===== src/rtl/vipt_cache_pkg.sv =====
package vipt_cache_pkg;

  // Strobes from the control to the datapath
  typedef struct packed {
    logic arrayRead;   // capture the indexed line into the compare stage
    logic arrayWrite;  // write a refilled line
    logic dataLoad;    // register the selected byte as hit data
  } viptStrobes_t;

endpackage


===== src/rtl/vipt_cache_ctrl.sv =====
module vipt_cache_ctrl
  import vipt_cache_pkg::*;
(
  input  logic         clk,
  input  logic         rstN,
  input  logic         reqValid,
  input  logic         refillValid,
  input  logic         tlbHit,
  input  logic         tagMatch,
  output viptStrobes_t strobes,
  output logic         respValid,
  output logic         respHit,
  output logic         respMiss,
  output logic         respTlbMiss
);

  logic stage1Valid;
  logic hitNow;

  assign hitNow = stage1Valid && tlbHit && tagMatch;

  always_comb begin
    strobes.arrayRead  = reqValid;
    strobes.arrayWrite = refillValid;
    strobes.dataLoad   = hitNow;
  end

  always_ff @(posedge clk) begin
    if (!rstN) begin
      stage1Valid <= 1'b0;
      respValid   <= 1'b0;
      respHit     <= 1'b0;
      respMiss    <= 1'b0;
      respTlbMiss <= 1'b0;
    end else begin
      stage1Valid <= reqValid;
      respValid   <= stage1Valid;
      respHit     <= hitNow;
      respMiss    <= stage1Valid && tlbHit && !tagMatch;
      respTlbMiss <= stage1Valid && !tlbHit;
    end
  end

  // exactly one outcome per response
  assert_one_outcome_R8: assert property (@(posedge clk) disable iff (!rstN)
    respValid |-> $countones({respHit, respMiss, respTlbMiss}) == 1);

  // no outcome without a response
  assert_quiet_idle_R8: assert property (@(posedge clk) disable iff (!rstN)
    !respValid |-> !(respHit || respMiss || respTlbMiss));

  // translation miss suppresses the cache result
  assert_tlb_suppress_R6: assert property (@(posedge clk) disable iff (!rstN)
    (stage1Valid && !tlbHit) |=> (respTlbMiss && !respHit && !respMiss));

  // a response follows a request by two edges
  assert_latency_R3: assert property (@(posedge clk) disable iff (!rstN)
    respValid |-> $past(reqValid, 2));

  // a cache miss needs a valid translation
  assert_miss_translated_R5: assert property (@(posedge clk) disable iff (!rstN)
    respMiss |-> $past(tlbHit));

endmodule


===== src/rtl/vipt_cache_datapath.sv =====
module vipt_cache_datapath
  import vipt_cache_pkg::*;
#(
  parameter int PA_W        = 12,
  parameter int PAGE_OFF_W  = 6,
  parameter int LINES       = 16,
  parameter int BLOCK_BYTES = 4
) (
  input  logic                          clk,
  input  logic                          rstN,
  input  viptStrobes_t                  strobes,
  input  logic [PAGE_OFF_W-1:0]         reqPageOff,
  input  logic [PA_W-PAGE_OFF_W-1:0]    tlbPpn,
  input  logic [PA_W-$clog2(BLOCK_BYTES)-1:0] refillLine,
  input  logic [8*BLOCK_BYTES-1:0]      refillData,
  output logic                          tagMatch,
  output logic [7:0]                    respData
);

  localparam int OFF_W   = $clog2(BLOCK_BYTES);
  localparam int IDX_W   = $clog2(LINES);
  localparam int TAG_W   = PA_W - IDX_W - OFF_W;
  localparam int PPN_W   = PA_W - PAGE_OFF_W;
  localparam int EXTRA_W = PAGE_OFF_W - IDX_W - OFF_W;
  localparam int BLK_W   = 8 * BLOCK_BYTES;

  logic [LINES-1:0] lineValid;
  logic [TAG_W-1:0] tagArr  [LINES];
  logic [BLK_W-1:0] dataArr [LINES];

  logic [IDX_W-1:0] rdIdx;
  logic [IDX_W-1:0] wrIdx;
  logic [TAG_W-1:0] wrTag;

  logic             lineValidQ;
  logic [TAG_W-1:0] lineTagQ;
  logic [BLK_W-1:0] lineBlockQ;
  logic [OFF_W-1:0] byteOffQ;
  logic [TAG_W-1:0] reqTag;
  logic [7:0]       selByte;

  assign rdIdx = reqPageOff[OFF_W +: IDX_W];
  assign wrIdx = refillLine[IDX_W-1:0];
  assign wrTag = refillLine[IDX_W +: TAG_W];

  // Valid bits reset; tag and data storage behave as plain memory
  always_ff @(posedge clk) begin
    if (!rstN) begin
      lineValid <= '0;
    end else if (strobes.arrayWrite) begin
      lineValid[wrIdx] <= 1'b1;
    end
  end

  always_ff @(posedge clk) begin
    if (strobes.arrayWrite) begin
      tagArr[wrIdx]  <= wrTag;
      dataArr[wrIdx] <= refillData;
    end
  end

  // Compare stage: line read while the TLB translates
  always_ff @(posedge clk) begin
    if (!rstN) begin
      lineValidQ <= 1'b0;
      lineTagQ   <= '0;
      lineBlockQ <= '0;
      byteOffQ   <= '0;
    end else if (strobes.arrayRead) begin
      lineValidQ <= lineValid[rdIdx];
      lineTagQ   <= tagArr[rdIdx];
      lineBlockQ <= dataArr[rdIdx];
      byteOffQ   <= reqPageOff[OFF_W-1:0];
    end
  end

  // Physical tag of the request: page number plus any page-offset bits above the index
  generate
    if (EXTRA_W > 0) begin : g_tagExtra
      logic [EXTRA_W-1:0] extraQ;
      always_ff @(posedge clk) begin
        if (!rstN) extraQ <= '0;
        else if (strobes.arrayRead) extraQ <= reqPageOff[PAGE_OFF_W-1 -: EXTRA_W];
      end
      assign reqTag = {tlbPpn, extraQ};
    end else begin : g_tagPpn
      assign reqTag = tlbPpn[PPN_W-1:0];
    end
  endgenerate

  assign tagMatch = lineValidQ && (lineTagQ == reqTag);
  assign selByte  = lineBlockQ[8*byteOffQ +: 8];

  always_ff @(posedge clk) begin
    if (!rstN) respData <= '0;
    else if (strobes.dataLoad) respData <= selByte;
    else respData <= '0;
  end

  // returned data only after a hit decision
  assert_data_on_hit_R4: assert property (@(posedge clk) disable iff (!rstN)
    (respData != 8'd0) |-> $past(strobes.dataLoad));

endmodule


===== src/rtl/vipt_cache.sv =====
module vipt_cache
  import vipt_cache_pkg::*;
#(
  parameter int PA_W        = 12,
  parameter int PAGE_OFF_W  = 6,
  parameter int LINES       = 16,
  parameter int BLOCK_BYTES = 4
) (
  input  logic                                   clk,
  input  logic                                   rstN,
  input  logic                                   reqValid,
  input  logic [PAGE_OFF_W-1:0]                  reqPageOff,
  input  logic                                   tlbHit,
  input  logic [PA_W-PAGE_OFF_W-1:0]             tlbPpn,
  input  logic                                   refillValid,
  input  logic [PA_W-$clog2(BLOCK_BYTES)-1:0]    refillLine,
  input  logic [8*BLOCK_BYTES-1:0]               refillData,
  output logic                                   respValid,
  output logic                                   respHit,
  output logic                                   respMiss,
  output logic                                   respTlbMiss,
  output logic [7:0]                             respData
);

  viptStrobes_t strobes;
  logic         tagMatch;

  vipt_cache_ctrl ctrl_i (
    .clk        (clk),
    .rstN       (rstN),
    .reqValid   (reqValid),
    .refillValid(refillValid),
    .tlbHit     (tlbHit),
    .tagMatch   (tagMatch),
    .strobes    (strobes),
    .respValid  (respValid),
    .respHit    (respHit),
    .respMiss   (respMiss),
    .respTlbMiss(respTlbMiss)
  );

  vipt_cache_datapath #(
    .PA_W       (PA_W),
    .PAGE_OFF_W (PAGE_OFF_W),
    .LINES      (LINES),
    .BLOCK_BYTES(BLOCK_BYTES)
  ) dp_i (
    .clk       (clk),
    .rstN      (rstN),
    .strobes   (strobes),
    .reqPageOff(reqPageOff),
    .tlbPpn    (tlbPpn),
    .refillLine(refillLine),
    .refillData(refillData),
    .tagMatch  (tagMatch),
    .respData  (respData)
  );

endmodule


===== config.mk =====
export PLATFORM = sky130hd
export DESIGN_NAME = vipt_cache
export DESIGN_NICKNAME = d
export VERILOG_FILES = /design/src/rtl/vipt_cache_pkg.sv /design/src/rtl/vipt_cache_ctrl.sv /design/src/rtl/vipt_cache_datapath.sv /design/src/rtl/vipt_cache.sv
export SDC_FILE = /design/constraint.sdc
export NUM_CORES = 1
export LEC_CHECK = 0
export ABC_CLOCK_PERIOD_IN_PS = 4500
export BUFFER_PORTS_ARGS = -buffer_cell sky130_fd_sc_hd__buf_2
export CAP_MARGIN = 20
export CORE_ASPECT_RATIO = 1.1
export CORE_MARGIN = 2
export CORE_UTILIZATION = 45
export DETAILED_ROUTE_END_ITERATION = 10
export HOLD_SLACK_MARGIN = 0.06
export MAX_ROUTING_LAYER = met4
export PLACE_DENSITY = 0.63
export SYNTH_ARGS = -nofsm -noshare
export SYNTH_HDL_FRONTEND = slang
export SYNTH_SLANG_ARGS = --single-unit
export TNS_END_PERCENT = 10

===== constraint.sdc =====
create_clock -name clk -period 4.5 [get_ports clk]
set_input_delay 0.45 -clock clk [delete_from_list [all_inputs] [get_ports clk]]
set_output_delay 0.45 -clock clk [all_outputs]
set_load 0.01 [all_outputs]

==> metrics.cfg, run 1 <==
[floorplan]
start_util_pct=45.5
die_x_um=233
core_sq_mm=0.0572
rows=92
dieHeight_um=256
ios=71
die_area_sq_mm=0.0597

[route]
firstDrtPassIters=5
drt_wl_total_um=57000
drt-initial-drc-count=1264
antenna_left=0
vias=13500
wire_per_inst_um=23.4
drc=0
avgViaCountPerCell=5.55

[placement]
dp_slack_ps=1780
port_buffers=70
gp_congestion=0.758
dpl_cell_area_sq_mm=0.0272
dp_hpwl_um=31200

[timing]
period_share_pct=46.1
layout_setup_ws_ps=2430
worst_pin_slew_ps=1150
finalClockSkew_ps=10.0
hold_ws_ps=117
hold_violations=0
tns_ps=0
slew_violations=0
slew_headroom_pct=23.4
setup_viol=0
clock.fmax_mhz=482
grt_setup_unrepaired=no
period_needed_ps=2070

[critical_path]
endpoint_kind=flip-flop
required_ps=4800
critPathSlowestCell=nor2_4
crit_chain=buf_2 > or3b_2 > nor2_4 > buf_4
cpPeakStageDelay_ps=770
start_kind=primary input
crit_type=in -> reg
critPathMaxFanout=23
cp.arrival_ps=2370

[power_and_ir_drop]
intPower_w=0.0102
pwr-share-seq_pct=55.0
swShare_pct=21.0
ir_drop_uv=315
p_leak_nw=10.3
power_density_mw_per_mm2=440
power_frac_comb_pct=5.0
p_sw_w=0.00270
clkPwrFrac_pct=40.0

[global_routing]
gr-usage-met2_pct=30.0
grt_max_degree=80
grt_pass1_wl_um=84700
grt_overflow=0
track_usage_pct=19.7
use_met3_pct=2.94
grt_util_met1_pct=28.4
grt_pass1_vias=13500
antenna_found_initial=2
top_usage_layer=met2

[clocking]
cts_setup_buffers=0
cts.sinks=678
htreeDepth=2
clk_latency_ps=620
cts_resized=0
cts_buffer_depth=3
path_clk_slew_ps=60
cts_tree=built
cts-hold-fix-buffers=1
numCtsBuffers=61
cts_root_buf=clkbuf_16

[cells_and_area]
diodes=0
area_delta_synth_final_pct=12.5
final_area_sq_mm=0.0292
nNetsFinal=1690
fin_util_pct=51.1
fillers=4578
layout-drive-gt1-share_pct=13.4

[yosys]
synth_cells=1549
ys_types=28
yosys_warnings=0
syn_avg_cell_area_sq_um=16.8
synth-seq-cells=678
synthArstFlopShare_pct=0
synth_nets=1608
synth-edff-count=608
synthFlopType=edfxtp_1
synth.most_common_cell=edfxtp_1
synth_area_leader_cell=edfxtp_1
synth_common_cells=edfxtp_1 (608), mux2i_1 (314), nand3_1 (120)
yosysSeqAreaShare_pct=75.6
syn-cell-area_sq_mm=0.0260
yosys-top-cells-area=edfxtp_1 (70%), mux2i_1 (12%), dfxtp_1 (5.4%)
synth_top_area_share_pct=70.2

[worst_hold_path]
hold_class=in -> reg

[status]
outcome=finished, final reports clean

[job]
maxCapViolations=0

-- per-stage QoR --
| stage | power [W] | cells |
|---|---|---|
| 2_1_floorplan | 0.00757 | 1549 |
| 3_3_place_gp | 0.00783 | 2318 |
| 3_5_place_dp | 0.00785 | 2319 |
| 4_1_cts | 0.0130 | 2436 |
| 5_1_grt | 0.0132 | 2436 |
| 6_report | 0.0129 | 2436 |
-- flip-flops by register name (all words and copies together), names as in the netlist --
| register | cells |
|---|---|
| dp_i.dataArr | 512 |
| ctrl_i.respTlbMiss | 1 |
| dp_i.byteOffQ | 2 |
| ctrl_i.stage1Valid | 1 |
| dp_i.respData | 8 |
| ctrl_i.respMiss | 1 |
| ctrl_i.respValid | 1 |
| ctrl_i.respHit | 1 |
| dp_i.tagArr | 96 |
| dp_i.lineValid | 16 |
| dp_i.lineTagQ | 6 |
| dp_i.lineBlockQ | 32 |
| dp_i.lineValidQ | 1 |
-- cells by family after synthesis --
| group | after synthesis | share of synthesized area (%) |
|---|---|---|
| AOI/OAI and AO/OA | 172 | 4.21 |
| xor gates and xnor gates | 6 | 0.202 |
| buffers and inverters | 88 | 2.24 |
| DFF | 678 | 75.6 |
| muxes | 322 | 12.8 |
| and+or+nand+nor | 283 | 4.97 |
-- worst max-delay path, delay by kind of cell --
family	cells	cell delay [ps]
AND/OR/NAND/NOR	2	1380
buffers and inverters	2	520
-- layout make-up --
type | instances | area [sq um] | area share [%]
Inverter | 1 | 3.75 | 0.0128
Tap cell | 752 | 941 | 3.22
Sequential cell | 678 | 19700 | 67.2
Multi-Input combinational cell | 783 | 5910 | 20.2
Clock buffer | 89 | 1750 | 6.00
Timing Repair Buffer | 106 | 733 | 2.51
Clock inverter | 27 | 241 | 0.826
-- layer usage --
metal  share of wire [%]  routed length (um)
met5                   0                   0
met4                 1.4                 825
met3                 5.9                3370
met2                  47               26700
met1                  46               26100
-- placed cells by master, fill, tap and decap left out, types with 11 or more instances in the layout --
master,Yosys,routed
a21oi_1,78,78
a22oi_1,78,78
buf_2,22,69
buf_4,11,27
clkbuf_1,29,18
clkbuf_16,0,63
dfxtp_1,70,70
edfxtp_1,608,608
mux2i_1,314,314
nand2_1,119,119
nand3_1,120,119
nor2_4,0,13
nor2b_1,14,11
o21a_1,16,16
-- final timing paths --
path,end,slack [ps],start,depth (start not counted)
min reg2reg,dp_i.lineBlockQ[31],460,dp_i.lineBlockQ[31],2
max reg2reg,dp_i.respData[7],2780,dp_i.byteOffQ[1],2
max,dp_i.dataArr[8][3],2430,refillLine[0],4
min,dp_i.byteOffQ[1],120,reqPageOff[1],3
-- power groups by stage --
stage               combinational [W]  sequential, W  clock [W]
floorplan                    0.000398        0.00718          0
detailed placement           0.000640        0.00721          0
finish                       0.000637        0.00707    0.00515
global placement             0.000624        0.00720          0
CTS                          0.000642        0.00708    0.00525
global route                 0.000690        0.00708    0.00547
No activity file was read; power rests on OpenSTA's default activity.
==> run 2: changes to the inputs <==
- ABC_CLOCK_PERIOD_IN_PS: 4500 -> 2100
- clock period: 4.5 -> 2.1 ns (I/O delays scaled with it)
==> run 2 against run 1 <==
Hold slack got worse by 12 ps. Clock skew increased by 13 ps. Utilization is 2.0 points higher. Sequential power is 110% higher. Sequential cell count unchanged. Combinational power increased by 140%. Critical path depth did not move. Design area is 3.9% higher. Highest routed layer unchanged.
==> metrics.cfg, run 2 (synthesis results as in run 1) <==
[route]
antenna_left=0  ; unchanged
vias=13800  ; +2.4%
drt_wl_total_um=57000  ; about the same
avgViaCountPerCell=5.50  ; -0.91%
firstDrtPassIters=5  ; unchanged
drt-initial-drc-count=1109  ; -12%
drc=0  ; unchanged
wire_per_inst_um=22.6  ; -3.2%

[floorplan]
start_util_pct=45.5  ; unchanged
ios=71  ; unchanged
rows=92  ; unchanged
die_area_sq_mm=0.0597  ; unchanged
dieHeight_um=256  ; unchanged
die_x_um=233  ; unchanged
core_sq_mm=0.0572  ; unchanged

[power_and_ir_drop]
p_sw_w=0.00587  ; +120%
intPower_w=0.0223  ; +120%
power_density_mw_per_mm2=928  ; +110%
power_frac_comb_pct=5.4  ; +0.4 points
swShare_pct=20.8  ; -0.19 points
clkPwrFrac_pct=40.9  ; +0.9 points
ir_drop_uv=661  ; +110%
pwr-share-seq_pct=53.7  ; -1.3 points
p_leak_nw=10.8  ; +4.7%

[global_routing]
grt_overflow=0  ; unchanged
antenna_found_initial=2  ; unchanged
grt_max_degree=79  ; -1.3%
track_usage_pct=20.0  ; +0.28 points
grt_pass1_vias=13900  ; +2.8%
grt_pass1_wl_um=85700  ; +1.2%

[cells_and_area]
area_delta_synth_final_pct=16.8
reg_top3=dp_i.dataArr (512), dp_i.tagArr (96), dp_i.lineBlockQ (32)
largest-register=dp_i.dataArr
fin_cells=2517  ; +3.3%
layout-drive-gt1-share_pct=15.0  ; +1.6 points
final_cell_mix=edfxtp_1 (608), mux2i_1 (314), nand3_1 (119), nand2_1 (119)
final_area_sq_mm=0.0304  ; +3.9%
nNetsFinal=1770  ; +4.7%
final_common_cell=edfxtp_1
largest_reg_flops=512  ; unchanged

[critical_path]
crit_type=reg -> reg
required_ps=2630  ; -2170 ps
start_kind=flip-flop
cp.arrival_ps=2160  ; -210 ps
critPathMaxFanout=6  ; -74%
endpoint_kind=flip-flop

[timing]
hold_violations=0  ; unchanged
clock.fmax_mhz=613
slew_headroom_pct=52.3  ; +29 points
period_share_pct=77.7
slew_violations=0  ; unchanged
worst_pin_slew_ps=716  ; -434 ps
setup_viol=0  ; unchanged
grt_setup_unrepaired=no
finalClockSkew_ps=22.7  ; +12.6 ps
period_needed_ps=1630

[job]
maxCapViolations=0  ; unchanged

[worst_hold_path]
hold_class=in -> reg

[placement]
dpl_cell_area_sq_mm=0.0278  ; +2.0%
dp_hpwl_um=30700  ; -1.4%
port_buffers=70  ; unchanged
placed_cells=2349  ; +1.3%
gp_congestion=0.772  ; +1.8%

[clocking]
clk_latency_ps=590  ; -30 ps
cts_tree=built
htreeDepth=3  ; +1
numCtsBuffers=68  ; +11%
cts_buffer_depth=3  ; unchanged
cts.sinks=678  ; unchanged
cts_root_buf=clkbuf_16
path_clk_slew_ps=60  ; about the same

[status]
outcome=finished, final reports clean

[run 2: cell count changes in the layout (fill, tap and decap cells not counted), moves of 2 or more]
cell / change
clkbuf_8: -4
buf_12: +25
clkbuf_16: +8
nor3_4: +3
diode_2: +2
clkbuf_1: -2
clkinv_2: +3
buf_4: +5
inv_6: -2
nor3_2: -3
clkinv_4: +2
dlygate4sd3_1: +43
[run 2: path summary, 6_finish.rpt]
kind / start / depth (start not counted) / to / slack (ps)
worst min-delay path: rstN / 3 / dp_i.lineValid[3] / 110
worst max register to register: dp_i.byteOffQ[0] / 4 / dp_i.byteOffQ[0] / 470
worst max-delay path: dp_i.byteOffQ[0] / 4 / dp_i.byteOffQ[0] / 470
worst min register to register: dp_i.lineBlockQ[7] / 2 / dp_i.lineBlockQ[7] / 450
[run 2: power by group through the flow]
stage / Combinational, W / Sequential [W] / Clock, W
floorplan: 0.000855 / 0.0154 / 0
global placement: 0.00143 / 0.0154 / 0
detailed placement: 0.00146 / 0.0154 / 0
CTS: 0.00153 / 0.0152 / 0.0118
global route: 0.00165 / 0.0152 / 0.0122
finish: 0.00152 / 0.0151 / 0.0115
[run 2: metrics by stage]
step,total power (W),setup slack [ps],util [%],hold WS [ps],TNS (ps)
finish,0.0282,469,53.1,105,0
global route,0.0291,332,53.1,101,0
CTS,0.0284,489,53.1,74.1,0
detailed placement,0.0169,284,48.6,391,0
global placement,0.0169,316,48.6,385,0
floorplan,0.0162,-429,-,282,-184040
[run 2: layer usage]
metal	GRT usage, %	share of wire [%]	wire length (um)
met1	27.8	45	25600
met2	30.4	47	27000
met3	3.07	5.6	3210
met5	-	0	0
met4	6.17	1.9	1110
[run 2: repair_timing]
item	4_1_cts	5_1_grt
gates resized for setup	0	0
hold buffers	44	0
buffers inserted	0	0
endpoints found under the hold margin	613	0
[run 2: area by class of cell]
cell class	count	area, sq um
Fill cell	4465	26800
Sequential cell	678	19700
Multi-Input combinational cell	783	5930
Clock buffer	91	1890
Timing Repair Buffer	179	1700
Tap cell	752	941
Clock inverter	31	239
Antenna cell	2	5.00
Inverter	1	3.75
[run 2: critical path: stages, from the launching register on]
cell and delay, ps:
dfxtp_1 630, buf_4 220, mux2i_1 60, dlygate4sd3_1 560, nor2b_1 100
==> run 3: changes to the inputs <==
- ABC_CLOCK_PERIOD_IN_PS: 2100 -> 1600
- clock period: 2.1 -> 1.6 ns (I/O delays scaled with it)
==> run 3 against run 2 <==
Setup slack lost 350 ps. Die area is the same. Design area grew 1.9%. Non-clock buffer count grew 37. Clock power grew 34%. Critical path type is now in -> reg. Critical endpoint is now dp_i.lineBlockQ[12]. Largest power group unchanged.
==> metrics.cfg, run 3 (synthesis results as in run 1) <==
[critical_path]
reg2reg_depth=5  ; +1
endpoint_kind=flip-flop
r2r_start=dp_i.lineTagQ[3]
start_kind=primary input
cpPeakStageDelay_ps=560  ; -70 ps
cp.arrival_ps=1980  ; -180 ps
crit_top_cell=nand3_1
required_ps=2090  ; -540 ps
critPathSlowestCell=dlygate4sd3_1
crit_type=in -> reg
critPathMaxFanout=22  ; +16
timing.rr.end=ctrl_i.respMiss
crit_chain=dlygate4sd3_1 > buf_8 > buf_12 > buf_4 > mux2i_1 > a22oi_1 > nand3_1 > nand3_1
rrSetupSlack_ps=150  ; -320 ps

[cells_and_area]
largest_reg_flops=512  ; unchanged
area_delta_synth_final_pct=19.1
reg_top3=dp_i.dataArr (512), dp_i.tagArr (96), dp_i.lineBlockQ (32)
final_area_sq_mm=0.0310  ; +1.9%
largest-register=dp_i.dataArr
final_cell_mix=edfxtp_1 (608), mux2i_1 (314), nand3_1 (119), nand2_1 (119)
final_common_cell=edfxtp_1
nNetsFinal=1807  ; +2.1%
diodes=0  ; -2
layout-drive-gt1-share_pct=16.9  ; +1.9 points

[route]
vias=14000  ; +1.5%
drt-initial-drc-count=1236  ; +11%
firstDrtPassIters=5  ; unchanged
top_layer_used=met4
met3WireLength_um=3360  ; +4.5%
antenna_left=0  ; unchanged
drt_wl_total_um=59600  ; +4.5%
avgViaCountPerCell=5.49  ; about the same
wire_per_inst_um=23.3  ; +2.9%
drc=0  ; unchanged
met2_wirelength_um=28400  ; +4.9%
wl_met1_um=26400  ; +2.9%

[placement]
gp_congestion=0.805  ; +4.3%
dp_hpwl_um=35800  ; +17%
port_buffers=70  ; unchanged
dpl_cell_area_sq_mm=0.0283  ; +1.8%

[global_routing]
grt_max_degree=40  ; -49%
grt_pass1_wl_um=88900  ; +3.7%
grt_overflow=0  ; unchanged
grt_pass1_vias=14300  ; +3.3%
antenna_found_initial=1  ; -1
track_usage_pct=20.8  ; +0.84 points

[floorplan]
start_util_pct=45.5  ; unchanged
ios=71  ; unchanged
core_sq_mm=0.0572  ; unchanged
rows=92  ; unchanged
dieHeight_um=256  ; unchanged
die_x_um=233  ; unchanged
die_area_sq_mm=0.0597  ; unchanged

[worst_hold_path]
whs_endpoint=dp_i.respData[6]
min-delay-start=tlbPpn[4]
hold_class=in -> reg
hold_path_depth=5  ; +2

[timing]
slew_violations=0  ; unchanged
clock.fmax_mhz=673
finalClockSkew_ps=16.7  ; -5.95 ps
period_share_pct=92.8
grt_setup_unrepaired=no
worst_pin_slew_ps=462  ; -254 ps
period_needed_ps=1490
slew_headroom_pct=69.2  ; +17 points
hold_violations=0  ; unchanged
hold_ws_ps=166  ; +61.2 ps
setup_viol=0  ; unchanged

[clocking]
cts.sinks=678  ; unchanged
cts_root_buf=clkbuf_16
cts_buffer_depth=3  ; unchanged
clk_latency_ps=600  ; about the same
htreeDepth=3  ; unchanged
numCtsBuffers=68  ; unchanged
cts_tree=built
cts_setup_buffers=0  ; unchanged
path_clk_slew_ps=60  ; about the same

[power_and_ir_drop]
p_leak_nw=11.1  ; +2.6%
ir_drop_uv=794  ; +20%
power_density_mw_per_mm2=1210  ; +30%

[job]
maxCapViolations=0  ; unchanged

[status]
outcome=finished, final reports clean

==> run 3: routing by layer <==
layer | vias up | global-route usage (%)
met5 | - | -
met4 | 0 | 6.71
met3 | 87 | 2.96
met2 | 405 | 32.3
met1 | 7139 | 28.5
li1 | 6413 | -
==> run 3: worst max path at each step <==
stage | endpoint | cells past startpoint | from | slack, ps
final | dp_i.lineBlockQ[12] | 8 | reqPageOff[4] | 110
after global routing | dp_i.respData[4] | 5 | dp_i.lineTagQ[5] | 20
after CTS | dp_i.respData[4] | 5 | dp_i.lineTagQ[5] | 130
after detailed placement | dp_i.tagArr[2][1] | 6 | refillLine[0] | -7
after global placement | dp_i.tagArr[2][1] | 6 | refillLine[0] | -2
after floorplan | dp_i.dataArr[0][0] | 2 | refillLine[0] | -430
==> run 3: final cells by class <==
cell class              instances  area, sq um
inverters                       1         3.75
clock inverters                38          319
fillers                      4443        26200
well taps                     752          941
flip-flops and latches        678        19700
clock buffers                  88         1850
repair buffers                216         2260
multi-input cells             783         5930
==> run 3: where the power goes <==
group / total [W] / internal [W] / switching, W
Clock: 0.0154 / 0.00888 / 0.00653
Sequential: 0.0199 / 0.0197 / 0.000183
Combinational: 0.00215 / 0.000880 / 0.00127
==> run 3: worst max-delay path, delay by kind of cell <==
kind	cells	cell delay (ps)
buf+inv	4	1130
mux	1	280
simple gates	2	220
compound gates	1	140
==> run 3: timing repair <==
action | 4_1_cts | 5_1_grt
hold buffers | 50 | 0
gates resized for setup | 0 | 0
hold endpoints to repair | 615 | 0
setup endpoints to repair | 0 | 0
==> run 3: through the flow <==
| stage | utilization, % | cells | power [W] | worst slack, ps | setup TNS [ps] |
|---|---|---|---|---|---|
| finish | 54.1 | 2556 | 0.0374 | 114 | 0 |
| floorplan | - | 1549 | 0.0213 | -430 | -146220 |
| CTS | 54.1 | 2556 | 0.0377 | 129 | 0 |
| global placement | 49.5 | 2380 | 0.0223 | -2.24 | -15.4 |
| global route | 54.1 | 2556 | 0.0386 | 21.1 | 0 |
| detailed placement | 49.5 | 2380 | 0.0223 | -6.84 | -67.2 |
